[config.mk]
export PLATFORM = sky130hd
export DESIGN_NAME = wdata_sched
export DESIGN_NICKNAME = d
export VERILOG_FILES = /design/src/rtl/wds_pkg.sv /design/src/rtl/wds_burst.sv /design/src/rtl/wds_delay.sv /design/src/rtl/wds_beat.sv /design/src/rtl/wdata_sched.sv
export SDC_FILE = /design/constraint.sdc
export NUM_CORES = 1
export LEC_CHECK = 0
export BUFFER_PORTS_ARGS = -buffer_cell sky130_fd_sc_hd__buf_4
export CAP_MARGIN = 5
export CORE_UTILIZATION = 38
export CTS_CLUSTER_DIAMETER = 150
export DETAILED_ROUTE_END_ITERATION = 10
export HOLD_SLACK_MARGIN = 0.06
export MAX_ROUTING_LAYER = met4
export PLACE_DENSITY = 0.86
export SLEW_MARGIN = 20
export SYNTH_ARGS = -nofsm -noshare
export SYNTH_HDL_FRONTEND = slang
export SYNTH_SLANG_ARGS = --single-unit
export TNS_END_PERCENT = 5
[constraint.sdc]
create_clock -name clk -period 2.8 [get_ports clk]
set_input_delay 0.56 -clock clk [delete_from_list [all_inputs] [get_ports clk]]
set_output_delay 0.56 -clock clk [all_outputs]
set_load 0.05 [all_outputs]
[src/rtl/wds_pkg.sv]
// Package: shared sizing helpers for the write-data scheduler.
// Assumes: widths are positive; a mask bit covers 8 data bits, the top
// bit covering any partial byte.
package wds_pkg;

    // Number of mask bits needed for a field of w bits (ceil(w/8)).
    function automatic int mask_bits(input int w);
        return (w + 7) / 8;
    endfunction

    // Counter width able to hold values 0..n.
    function automatic int cnt_bits(input int n);
        return (n < 1) ? 1 : $clog2(n + 1);
    endfunction

endpackage

[src/rtl/wds_burst.sv]
// Module: wds_burst
// Expands a one-cycle write command into a run of BURST cycles.
// Assumes: a new command arrives only once the previous run has reached its
// last cycle, so commands BURST cycles apart merge into one unbroken run.
module wds_burst #(
    parameter int BURST = 4
) (
    input  logic clk,
    input  logic rst_n,
    input  logic cmd,
    output logic run
);
    localparam int CNT_W = wds_pkg::cnt_bits(BURST);

    logic [CNT_W-1:0] remain;

    // Count the cycles still owed to the current run after this one.
    always_ff @(posedge clk) begin
        if (!rst_n)
            remain <= '0;
        else if (cmd)
            remain <= CNT_W'(BURST - 1);
        else if (remain != '0)
            remain <= remain - 1'b1;
    end

    // The run is live in the command cycle and while cycles remain owed.
    always_comb run = cmd || (remain != '0);

    AST_CMD_SPACING: assert property (@(posedge clk) disable iff (!rst_n)
        cmd |-> (remain == '0));

    generate
        if (BURST > 1) begin : g_len
            AST_RUN_AFTER_CMD: assert property (@(posedge clk) disable iff (!rst_n)
                cmd |=> run);
        end
    endgenerate
endmodule

[src/rtl/wds_delay.sv]
// Module: wds_delay
// Delays a single-bit stream by a run-time selected number of cycles.
// A selection of 0 passes the input straight through.
// Assumes: sel is static while ones are travelling through the line.
module wds_delay #(
    parameter int SEL_W = 4
) (
    input  logic             clk,
    input  logic             rst_n,
    input  logic             d,
    input  logic [SEL_W-1:0] sel,
    output logic             q
);
    localparam int DEPTH = 1 << SEL_W;

    logic [DEPTH-1:0] sr;
    logic [SEL_W-1:0] tap;
    logic             live;

    // Shift the stream one stage per cycle; reset empties the line.
    always_ff @(posedge clk) begin
        if (!rst_n)
            sr <= '0;
        else
            sr <= {sr[DEPTH-2:0], d};
    end

    // Mark that at least one cycle has passed since reset, for the checks.
    always_ff @(posedge clk) begin
        if (!rst_n)
            live <= 1'b0;
        else
            live <= 1'b1;
    end

    // Pick the stage matching the requested delay.
    always_comb begin
        tap = sel - 1'b1;
        q   = (sel == '0) ? d : sr[tap];
    end

    AST_TAP_ONE: assert property (@(posedge clk) disable iff (!rst_n)
        (live && sel == SEL_W'(1) && $past(sel) == SEL_W'(1)) |-> (q == $past(d)));

    AST_TAP_ZERO: assert property (@(posedge clk) disable iff (!rst_n)
        (sel == '0) |-> (q == d));
endmodule

[src/rtl/wds_beat.sv]
// Module: wds_beat
// Forms the beat presented to the PHY: passes source fields in a due cycle,
// masks everything on underflow, drives zeros when no beat is due.
// Assumes: the source is show-ahead; src_ready pops it at the clock edge.
module wds_beat #(
    parameter int DATA_W = 36,
    parameter int ECC_W  = 12
) (
    input  logic                                  due,
    input  logic                                  src_valid,
    input  logic [DATA_W-1:0]                     src_data,
    input  logic [wds_pkg::mask_bits(DATA_W)-1:0] src_mask,
    input  logic [ECC_W-1:0]                      src_ecc,
    input  logic [wds_pkg::mask_bits(ECC_W)-1:0]  src_ecc_mask,
    output logic                                  src_ready,
    output logic                                  underflow,
    output logic [DATA_W-1:0]                     wd,
    output logic [wds_pkg::mask_bits(DATA_W)-1:0] wd_mask,
    output logic [ECC_W-1:0]                      wecc,
    output logic [wds_pkg::mask_bits(ECC_W)-1:0]  wecc_mask
);
    localparam int MASK_W  = wds_pkg::mask_bits(DATA_W);
    localparam int EMASK_W = wds_pkg::mask_bits(ECC_W);

    logic take;

    // Decide whether this cycle carries real data, an empty slot or nothing.
    always_comb begin
        take      = due && src_valid;
        src_ready = due;
        underflow = due && !src_valid;
    end

    // Steer data and masks: pass-through, fully masked, or quiet zeros.
    always_comb begin
        wd        = take ? src_data     : '0;
        wecc      = take ? src_ecc      : '0;
        wd_mask   = take ? src_mask     : (underflow ? {MASK_W{1'b1}}  : '0);
        wecc_mask = take ? src_ecc_mask : (underflow ? {EMASK_W{1'b1}} : '0);
    end
endmodule

[src/rtl/wdata_sched.sv]
// Module: wdata_sched (top)
// Schedules write-data enables and beats toward a DDR PHY: enable follows a
// command by cfg_wrlat cycles, data follows the enable by cfg_wrdata cycles.
// Assumes: both latencies are static while traffic is in flight; commands
// are at least BURST cycles apart.
module wdata_sched #(
    parameter int DATA_W     = 36,
    parameter int ECC_W      = 12,
    parameter int SLICES     = 4,
    parameter int BURST      = 4,
    parameter int MAX_WRLAT  = 15,
    parameter int MAX_WRDATA = 7
) (
    input  logic                                  clk,
    input  logic                                  rst_n,
    input  logic [wds_pkg::cnt_bits(MAX_WRLAT)-1:0]  cfg_wrlat,
    input  logic [wds_pkg::cnt_bits(MAX_WRDATA)-1:0] cfg_wrdata,
    input  logic                                  wr_cmd,
    input  logic                                  src_valid,
    input  logic [DATA_W-1:0]                     src_data,
    input  logic [wds_pkg::mask_bits(DATA_W)-1:0] src_mask,
    input  logic [ECC_W-1:0]                      src_ecc,
    input  logic [wds_pkg::mask_bits(ECC_W)-1:0]  src_ecc_mask,
    output logic                                  src_ready,
    output logic [SLICES-1:0]                     phy_wd_en,
    output logic                                  phy_wecc_en,
    output logic [DATA_W-1:0]                     phy_wd,
    output logic [wds_pkg::mask_bits(DATA_W)-1:0] phy_wd_mask,
    output logic [ECC_W-1:0]                      phy_wecc,
    output logic [wds_pkg::mask_bits(ECC_W)-1:0]  phy_wecc_mask,
    output logic                                  underflow
);
    localparam int LAT_W  = wds_pkg::cnt_bits(MAX_WRLAT);
    localparam int OFS_W  = wds_pkg::cnt_bits(MAX_WRDATA);
    localparam int PEND_W = wds_pkg::cnt_bits(MAX_WRDATA + 1);

    logic run;
    logic en;
    logic due;
    logic [PEND_W-1:0] pending;

    // Stage 1: command to burst run.
    wds_burst #(.BURST(BURST)) u_burst (
        .clk(clk), .rst_n(rst_n), .cmd(wr_cmd), .run(run)
    );

    // Stage 2: run delayed by the write latency gives the enable.
    wds_delay #(.SEL_W(LAT_W)) u_lat (
        .clk(clk), .rst_n(rst_n), .d(run), .sel(cfg_wrlat), .q(en)
    );

    // Stage 3: enable delayed by the data offset marks due beats.
    wds_delay #(.SEL_W(OFS_W)) u_ofs (
        .clk(clk), .rst_n(rst_n), .d(en), .sel(cfg_wrdata), .q(due)
    );

    // Stage 4: beat formation from the source.
    wds_beat #(.DATA_W(DATA_W), .ECC_W(ECC_W)) u_beat (
        .due(due), .src_valid(src_valid), .src_data(src_data),
        .src_mask(src_mask), .src_ecc(src_ecc), .src_ecc_mask(src_ecc_mask),
        .src_ready(src_ready), .underflow(underflow), .wd(phy_wd),
        .wd_mask(phy_wd_mask), .wecc(phy_wecc), .wecc_mask(phy_wecc_mask)
    );

    // Fan the enable out to every data slice and to the ECC lane.
    always_comb begin
        phy_wd_en   = {SLICES{en}};
        phy_wecc_en = en;
    end

    // Track beats announced by the enable but not yet delivered.
    always_ff @(posedge clk) begin
        if (!rst_n)
            pending <= '0;
        else
            case ({en, due})
                2'b10:   pending <= pending + 1'b1;
                2'b01:   pending <= pending - 1'b1;
                default: pending <= pending;
            endcase
    end

    AST_BEAT_HAS_EN: assert property (@(posedge clk) disable iff (!rst_n)
        due |-> (pending != '0 || en));

    AST_PENDING_LIMIT: assert property (@(posedge clk) disable iff (!rst_n)
        pending <= PEND_W'(MAX_WRDATA));

    AST_IDLE_QUIET: assert property (@(posedge clk) disable iff (!rst_n)
        !due |-> (phy_wd == '0 && phy_wd_mask == '0 && !underflow && !src_ready));

    AST_UNDERFLOW_MASK: assert property (@(posedge clk) disable iff (!rst_n)
        underflow |-> (&phy_wd_mask && &phy_wecc_mask && phy_wd == '0));

    AST_ECC_EN_TRACKS: assert property (@(posedge clk) disable iff (!rst_n)
        (phy_wecc_en == phy_wd_en[SLICES-1]) && (phy_wd_en == '0 || &phy_wd_en));
endmodule

==> results by group, run 1 <==
Clocking
  – TritonCTS Buffers: 3
  – Post-CTS sizing: between 60 and 70
  – CTS Buffer Depth: 2
  – Hold Buf Count CTS: 0
  – Clock Tree Root: clkbuf_8
  – H-Tree Depth: 1
  – Setup Buffers After CTS: 5
  – Clock Sinks: 27

Place
  – Worst slack, placed: -0.284 ns
  – DP Area: 4290 sq um
  – Port Buffers: about 130
  – GPL Wtd Cong: 0.819
  – Dpl hpwl: 6770 um

Die
  – Starting Density: 0.399
  – Top-level I/O count: approximately 130
  – Row cnt: 25
  – Die Wd: approximately 73 um
  – Die Span Y: around 73 um

Yosys
  – Post-Syn Instances: 245
  – Netlist cell types: 33
  – Mapped Area: ~1900 sq um
  – Flops & latches, synth: 27
  – Sequential cell area fraction in the yosys report: 0.285
  – Ys Warns: 0
  – Synth Net Count: around 320
  – Syn_area_per_cell: a little under 8 sq um

Run status
  – Fail Step: clock tree synthesis (4_1_cts)
  – Tool error: [ERROR DPL-0033] detailed placement checks failed during check placement.
  – Status: did not finish
==> cell usage after synthesis (all sizes together) <==
cell type | n | share of area
a21boi | 1 | 0.0040
a21oi | 1 | 0.0026
a22o | 1 | 0.0046
and2 | 23 | 0.076
buf | 18 | 0.061
clkbuf | 13 | 0.026
dfxtp | 27 | 0.28
ha | 6 | 0.040
inv | 7 | 0.014
mux2 | 2 | 0.012
mux2i | 3 | 0.016
mux4 | 6 | 0.071
nand2 | 48 | 0.095
nand2b | 1 | 0.0033
nand3 | 1 | 0.0026
nand4 | 1 | 0.0033
nor2 | 8 | 0.016
nor2b | 8 | 0.026
nor3 | 3 | 0.0079
nor3b | 2 | 0.011
nor4 | 56 | 0.18
o21a | 1 | 0.0040
o21ai | 1 | 0.0026
o21ba | 1 | 0.0053
o221a | 1 | 0.0059
o311ai | 1 | 0.0046
o31ai | 2 | 0.0079
xnor2 | 1 | 0.0046
xor2 | 1 | 0.0046
==> cells by family after synthesis <==
logic type,synth area share
buf+inv,0.101
flops,0.285
simple gates,0.425
xor+xnor,0.00923
mux,0.0989
fa+ha+maj,0.0396
compound gates,0.0415
==> per-stage QoR <==
step,setup TNS [ns],cells
2_1_floorplan,-4.37,245
3_3_place_gp,-9.95,450
3_5_place_dp,-14.06,450
==> run 2: changes to the inputs <==
Settings changed: CORE_UTILIZATION 38 to 25, CTS_CLUSTER_DIAMETER 150 to unset, HOLD_SLACK_MARGIN 0.06 to unset, MAX_ROUTING_LAYER met4 to unset, PLACE_DENSITY 0.86 to unset, PLACE_DENSITY_LB_ADDON set to 0.15.
Clock period 2.8 ns to 3.64 ns, I/O delays scaled along.
==> results by group, run 2 <==
Critical path
  – Reg2reg setup slack: 1.93 ns
  – Data required time of the worst path: between 2 and 3 ns
  – CP Capture Type: output pin
  – Worst Setup Start Kind: input port
  – Arrival time at the worst endpoint: around 2.7 ns
  – Worst Reg2Reg Path Length in Cells: 4
  – Worst Path Max Fanout: 12
  – FF-to-FF End: u_ofs.sr[0]
  – Critical path class: in2out
  – Worst R2R Start: u_lat.sr[8]

Clocking
  – Hold Buf Count CTS: 0 (unchanged)
  – CTS clk-pin slew, worst paths: around 0.09 ns
  – H-Tree Depth: 1 (unchanged)
  – Clock Sinks: 27 (unchanged)
  – Setup Buffers After CTS: 0 (-5)
  – Worst-skew pair later-pin latency: ~0.27 ns
  – Clock Tree Root: clkbuf_8
  – TritonCTS Buffers: 3 (unchanged)
  – Post-CTS sizing: 0 (-100%)
  – CTS tree: built
  – CTS Buffer Depth: 2 (unchanged)

Place
  – GPL Wtd Cong: 0.779 (-4.9%)
  – Placed insts: 450 (unchanged)
  – Worst slack, placed: 0.184 ns (+0.468 ns)
  – Port Buffers: 127 (unchanged)
  – Dpl hpwl: 4700 um (-31%)

STA
  – Final Setup Violations: 0
  – Final hold violations: 0
  – Fmax: 289 MHz
  – Worst slew margin: 0.652
  – Transition time of the tightest slew-check pin: about 0.52 ns
  – Worst Skew: roughly 0.0027 ns
  – Worst path setup slack after routing: 0.176 ns
  – Final Cycle Share: 0.952
  – Setup tns final: 0 ns
  – RSZ-0062 raised after global routing: false
  – Min cycle time layout: between 3 and 4 ns
  – Pins over their slew limit: 0

Global route
  – Largest net degree at the start of global routing: between 50 and 60
  – Initial antenna violation count: 0
  – Grt total ovfl: 0
  – Vias in the first global route: between 1,500 and 2,000
  – GR Util All Layers: 0.138
  – First-pass GRT wire length: between 8000 and 9000 um

Yosys
  – EDFF count, synth: 0 (unchanged)
  – Netlist cell types: 33 (unchanged)
  – Flops & latches, synth: 27 (unchanged)
  – Commonest cells in the netlist: nor4_1, nand2_1, dfxtp_1, and2_1, clkbuf_1
  – Sequential cell area fraction in the yosys report: 0.285 (unchanged)
  – Cell taking the most area after synthesis: dfxtp_1
  – Post-Syn Instances: 245 (unchanged)
  – Ys async rst share: 0 (unchanged)
  – Synth Net Count: 317 (unchanged)
  – Mapped Area: 1900 sq um (unchanged)
  – Yosys top cell area share: 0.285 (unchanged)
  – Count leader, synth: nor4_1
  – Top post-synthesis cells by area: dfxtp_1, nor4_1, nand2_1
  – Ys Warns: 0 (unchanged)
  – Ys flop type: dfxtp_1
  – Syn_area_per_cell: 7.75 sq um (unchanged)

Detailed routing
  – Met3 WL: ~500 um
  – Post-DRT Antenna Nets: 0
  – Highest Signal Layer: met4
  – DR WL met2: around 3000 um
  – Routed length per instance: between 10 and 15 um
  – Via count: about 2,100
  – Number of DRC markers in iteration 0: 46
  – DR DRC count: 0
  – Total Wirelength: between 6000 and 7000 um
  – Post-Route M1 WL: 2550 um
  – Vias per std cell: around 4.7
  – Detailed Routing Iterations Pass 1: 4

Power and ir drop
  – Highest ir drop seen on vdd: 266 uV
  – PwrDens: roughly 260 nW/um^2
  – Power, Total: 0.874 mW
  – P_leak: about 1.4 nW

Run
  – Maxcap violations: 0

Final layout
  – Commonest non-fill, non-tap cell in the layout: buf_4
  – Fin nets: roughly 430
  – Cell Count, Final, Fillers Out: approximately 450
  – Top Registers: u_lat.sr x16, u_ofs.sr x8, u_burst.remain x3
  – Synth-to-Final Area Change: 78.8%
  – Max reg flops: 16
  – # diodes: 0
  – Layout cells sized above 1: 0.592
  – Reg with most FFs: u_lat.sr
  – Commonest non-fill, non-tap cells in the layout: buf_4, nor4_2, nand2_1

Run status
  – Status: finished, final reports clean

Die
  – Top-level I/O count: 128 (unchanged)
  – Starting Density: 0.260 (-0.139)
  – Row cnt: 31 (+24%)
  – Core region area: ~7300 sq um
  – Die Wd: 89.1 um (+23%)
  – Die Span Y: 89.1 um (+23%)
  – Die Area: slightly below 8000 sq um

Hold path
  – Worst Hold Endpoint: u_lat.sr[7]
  – Hold path startpoint: u_lat.sr[6]
  – Worst min-delay path category: reg2reg
  – Hold Path Cell Cnt: 1
-- run 2: cell counts after synthesis --
No cell type changed its count.
-- run 2: power breakdown --
part	total [mW]	switching [mW]	internal [mW]	leakage, nW
clock	0.165	0.0887	0.0765	0.0255
sequential	0.307	0.00378	0.304	0.219
combinational	0.401	0.249	0.152	1.20
-- run 2: how the worst max path moves through the flow --
stage                 startpoint    endpoint  slack (ns)
finish              cfg_wrlat[1]   underflow        0.18
global route        cfg_wrlat[0]  phy_wd[35]        0.07
CTS                 cfg_wrlat[1]   phy_wd[4]        0.18
detailed placement  cfg_wrlat[1]   phy_wd[4]        0.18
global placement    cfg_wrlat[1]   underflow        0.21
floorplan           cfg_wrlat[0]  phy_wd[10]       -0.23
-- run 2: worst max-delay path: stages --
cell     delay [ns]
buf_4          0.10
inv_1          0.05
ha_1           0.37
mux4_2         0.31
mux2_2         0.31
nor3b_4        0.24
buf_12         0.20
buf_12         0.16
nor4_2         0.05
buf_4          0.21
-- run 2: layer usage --
layer	GRT usage	vias to the layer above
met5	0	-
met4	0.0433	0
met3	0.0240	6
met2	0.250	78
met1	0.164	953
li1	-	1085
-- run 2: per-stage QoR --
| step | util | hold WS, ns | instance area (sq um) |
|---|---|---|---|
| finish | 0.465 | 0.461 | 3390 |
| global route | 0.465 | 0.481 | 3390 |
| CTS | 0.465 | 0.463 | 3390 |
| detailed placement | 0.459 | 0.440 | 3350 |
| global placement | 0.459 | 0.433 | 3350 |
| floorplan | - | 0.424 | 2250 |
-- run 2: layout make-up --
type | count | area (sq um)
Timing Repair Buffer | 137 | 1120
Sequential cell | 27 | 541
Tap cell | 99 | 124
Clock buffer | 3 | 41.3
Clock inverter | 1 | 5.00
Fill cell | 715 | 3900
Multi-Input combinational cell | 180 | 1540
Inverter | 7 | 26.3
-- run 2: kinds of logic after synthesis --
kind of cell | after synthesis | share of synthesized area
flops | 27 | 0.285
fa+ha+maj | 6 | 0.0396
buf+inv | 38 | 0.101
xor+xnor | 2 | 0.00923
compound gates | 10 | 0.0415
simple gates | 151 | 0.425
mux | 11 | 0.0989
Note: power is estimated with default switching activity, not from simulation.
==> run 3: changes to the inputs <==
Settings changed: MAX_ROUTING_LAYER set to met4.
==> results by group, run 3 (synthesis gave the netlist of run 2 again) <==
Clocking
  – CTS tree: built
  – Clock Sinks: 27 (unchanged)
  – TritonCTS Buffers: 3 (unchanged)
  – CTS clk-pin slew, worst paths: 0.09 ns (about the same)
  – CTS Buffer Depth: 2 (unchanged)
  – Hold Buf Count CTS: 0 (unchanged)
  – Setup Buffers After CTS: 0 (unchanged)
  – Clock Tree Root: clkbuf_8
  – Post-CTS sizing: 0 (unchanged)
  – H-Tree Depth: 1 (unchanged)
  – Worst-skew pair later-pin latency: 0.27 ns (about the same)

STA
  – Setup tns final: 0 ns (unchanged)
  – Final Setup Violations: 0 (unchanged)
  – RSZ-0062 raised after global routing: false
  – Final hold violations: 0 (unchanged)
  – Transition time of the tightest slew-check pin: 0.521 ns (-0.000815 ns)
  – Worst hold slack: 0.461 ns (-0.0000320 ns)
  – Fmax: 289 MHz (about the same)
  – Worst slew margin: 0.653 (about the same)
  – Worst Skew: 0.00144 ns (-0.00122 ns)
  – Final Cycle Share: 0.952 (about the same)
  – Pins over their slew limit: 0 (unchanged)
  – Min cycle time layout: 3.46 ns (+0.000879 ns)

Place
  – GPL Wtd Cong: 0.790 (+1.4%)
  – Placed insts: 450 (unchanged)
  – Port Buffers: 127 (unchanged)
  – Dpl hpwl: 4700 um (unchanged)

Power and ir drop
  – PwrDens: 258 nW/um^2 (+0.22%)
  – Power, Total: 0.876 mW (+0.22%)
  – Highest ir drop seen on vdd: 270 uV (+1.5%)
  – P_leak: 1.45 nW (unchanged)

Die
  – Die Area: 7950 sq um (unchanged)
  – Top-level I/O count: 128 (unchanged)
  – Starting Density: 0.260 (unchanged)
  – Core region area: 7290 sq um (unchanged)
  – Die Span Y: 89.1 um (unchanged)
  – Row cnt: 31 (unchanged)
  – Die Wd: 89.1 um (unchanged)

Critical path
  – Buf+Inv Stages, Crit Path: 5 (unchanged)
  – Worst Path Max Fanout: 12 (unchanged)
  – Reg2reg setup slack: 1.93 ns (about the same)
  – Data required time of the worst path: 2.91 ns (about the same)
  – Critical path class: in2out
  – Worst path top cell family by delay: buffers and inverters
  – CP Capture Type: output pin
  – Worst path slowest cell: ha_1
  – CP cell instances: buf_4 > inv_1 > ha_1 > mux4_2 > mux2_2 > nor3b_4 > buf_12 > buf_12 > nor4_2 > buf_4
  – Critical path's largest stage delay: 0.37 ns (about the same)
  – Worst Setup Start Kind: input port
  – Arrival time at the worst endpoint: 2.74 ns (about the same)

Final layout
  – Layout cells sized above 1: 0.592 (unchanged)
  – Fin nets: 428 (unchanged)
  – Max reg flops: 16 (unchanged)
  – Reg with most FFs: u_lat.sr
  – Commonest non-fill, non-tap cell in the layout: buf_4
  – Commonest non-fill, non-tap cells in the layout: buf_4, nor4_2, nand2_1
  – Synth-to-Final Area Change: 78.8% (unchanged)
  – Cell Count, Final, Fillers Out: 454 (unchanged)
  – # diodes: 0 (unchanged)
  – Top Registers: u_lat.sr x16, u_ofs.sr x8, u_burst.remain x3

Detailed routing
  – Routed length per instance: 13.6 um (+0.36%)
  – Detailed Routing Iterations Pass 1: 4 (unchanged)
  – Via count: 2,126 (+0.19%)
  – Number of DRC markers in iteration 0: 52 (+13%)
  – DR DRC count: 0 (unchanged)
  – Total Wirelength: 6170 um (+0.36%)
  – Vias per std cell: 4.68 (+0.19%)
  – Post-DRT Antenna Nets: 0 (unchanged)

Global route
  – Grt total ovfl: 0 (unchanged)
  – First-pass GRT wire length: 8700 um (-0.24%)
  – Vias in the first global route: 1,765 (-0.17%)
  – Largest net degree at the start of global routing: 57 (unchanged)
  – Initial antenna violation count: 0 (unchanged)
  – GR Util All Layers: 0.142 (+0.00403)

Run status
  – Status: finished, final reports clean

Run
  – Maxcap violations: 0 (unchanged)

Hold path
  – Worst min-delay path category: reg2reg
[run 3: cell counts in the layout (fill, tap and decap cells not counted)]
Identical to the previous run, type by type.
[run 3: per-stage QoR]
step                      setup slack, ns  utilization  cell area, sq um
after floorplan                    -0.230            -              2250
after global placement              0.215        0.459              3350
after detailed placement            0.184        0.459              3350
after CTS                           0.177        0.465              3390
after global routing               0.0676        0.465              3390
final                               0.175        0.465              3390
[run 3: layer usage]
metal  global-route usage  routed length [um]  up-vias
met5                    -                   0        -
met4               0.0433                  84        0
met3               0.0240                 485        6
met2                0.251                3010       74
met1                0.163                2600      961
li1                     -                   -     1085
[run 3: power by group]
group / switching [mW] / total, mW / internal [mW]
logic: 0.249 / 0.401 / 0.152
registers: 0.00379 / 0.307 / 0.304
clock network: 0.0905 / 0.167 / 0.0766
total: 0.343 / 0.876 / 0.532
[run 3: area by class of cell]
class                           count  area [sq um]
Clock buffer                        3          41.3
Clock inverter                      1          5.00
Fill cell                         715          3900
Inverter                            7          26.3
Multi-Input combinational cell    180          1540
Sequential cell                    27           541
Tap cell                           99           124
Timing Repair Buffer              137          1120
[run 3: worst paths after layout]
check,start,to,cells after the start
worst max-delay path,cfg_wrlat[1],underflow,10
worst min register to register,u_lat.sr[6],u_lat.sr[7],1
worst min-delay path,u_lat.sr[6],u_lat.sr[7],1
worst max register to register,u_lat.sr[8],u_ofs.sr[0],4
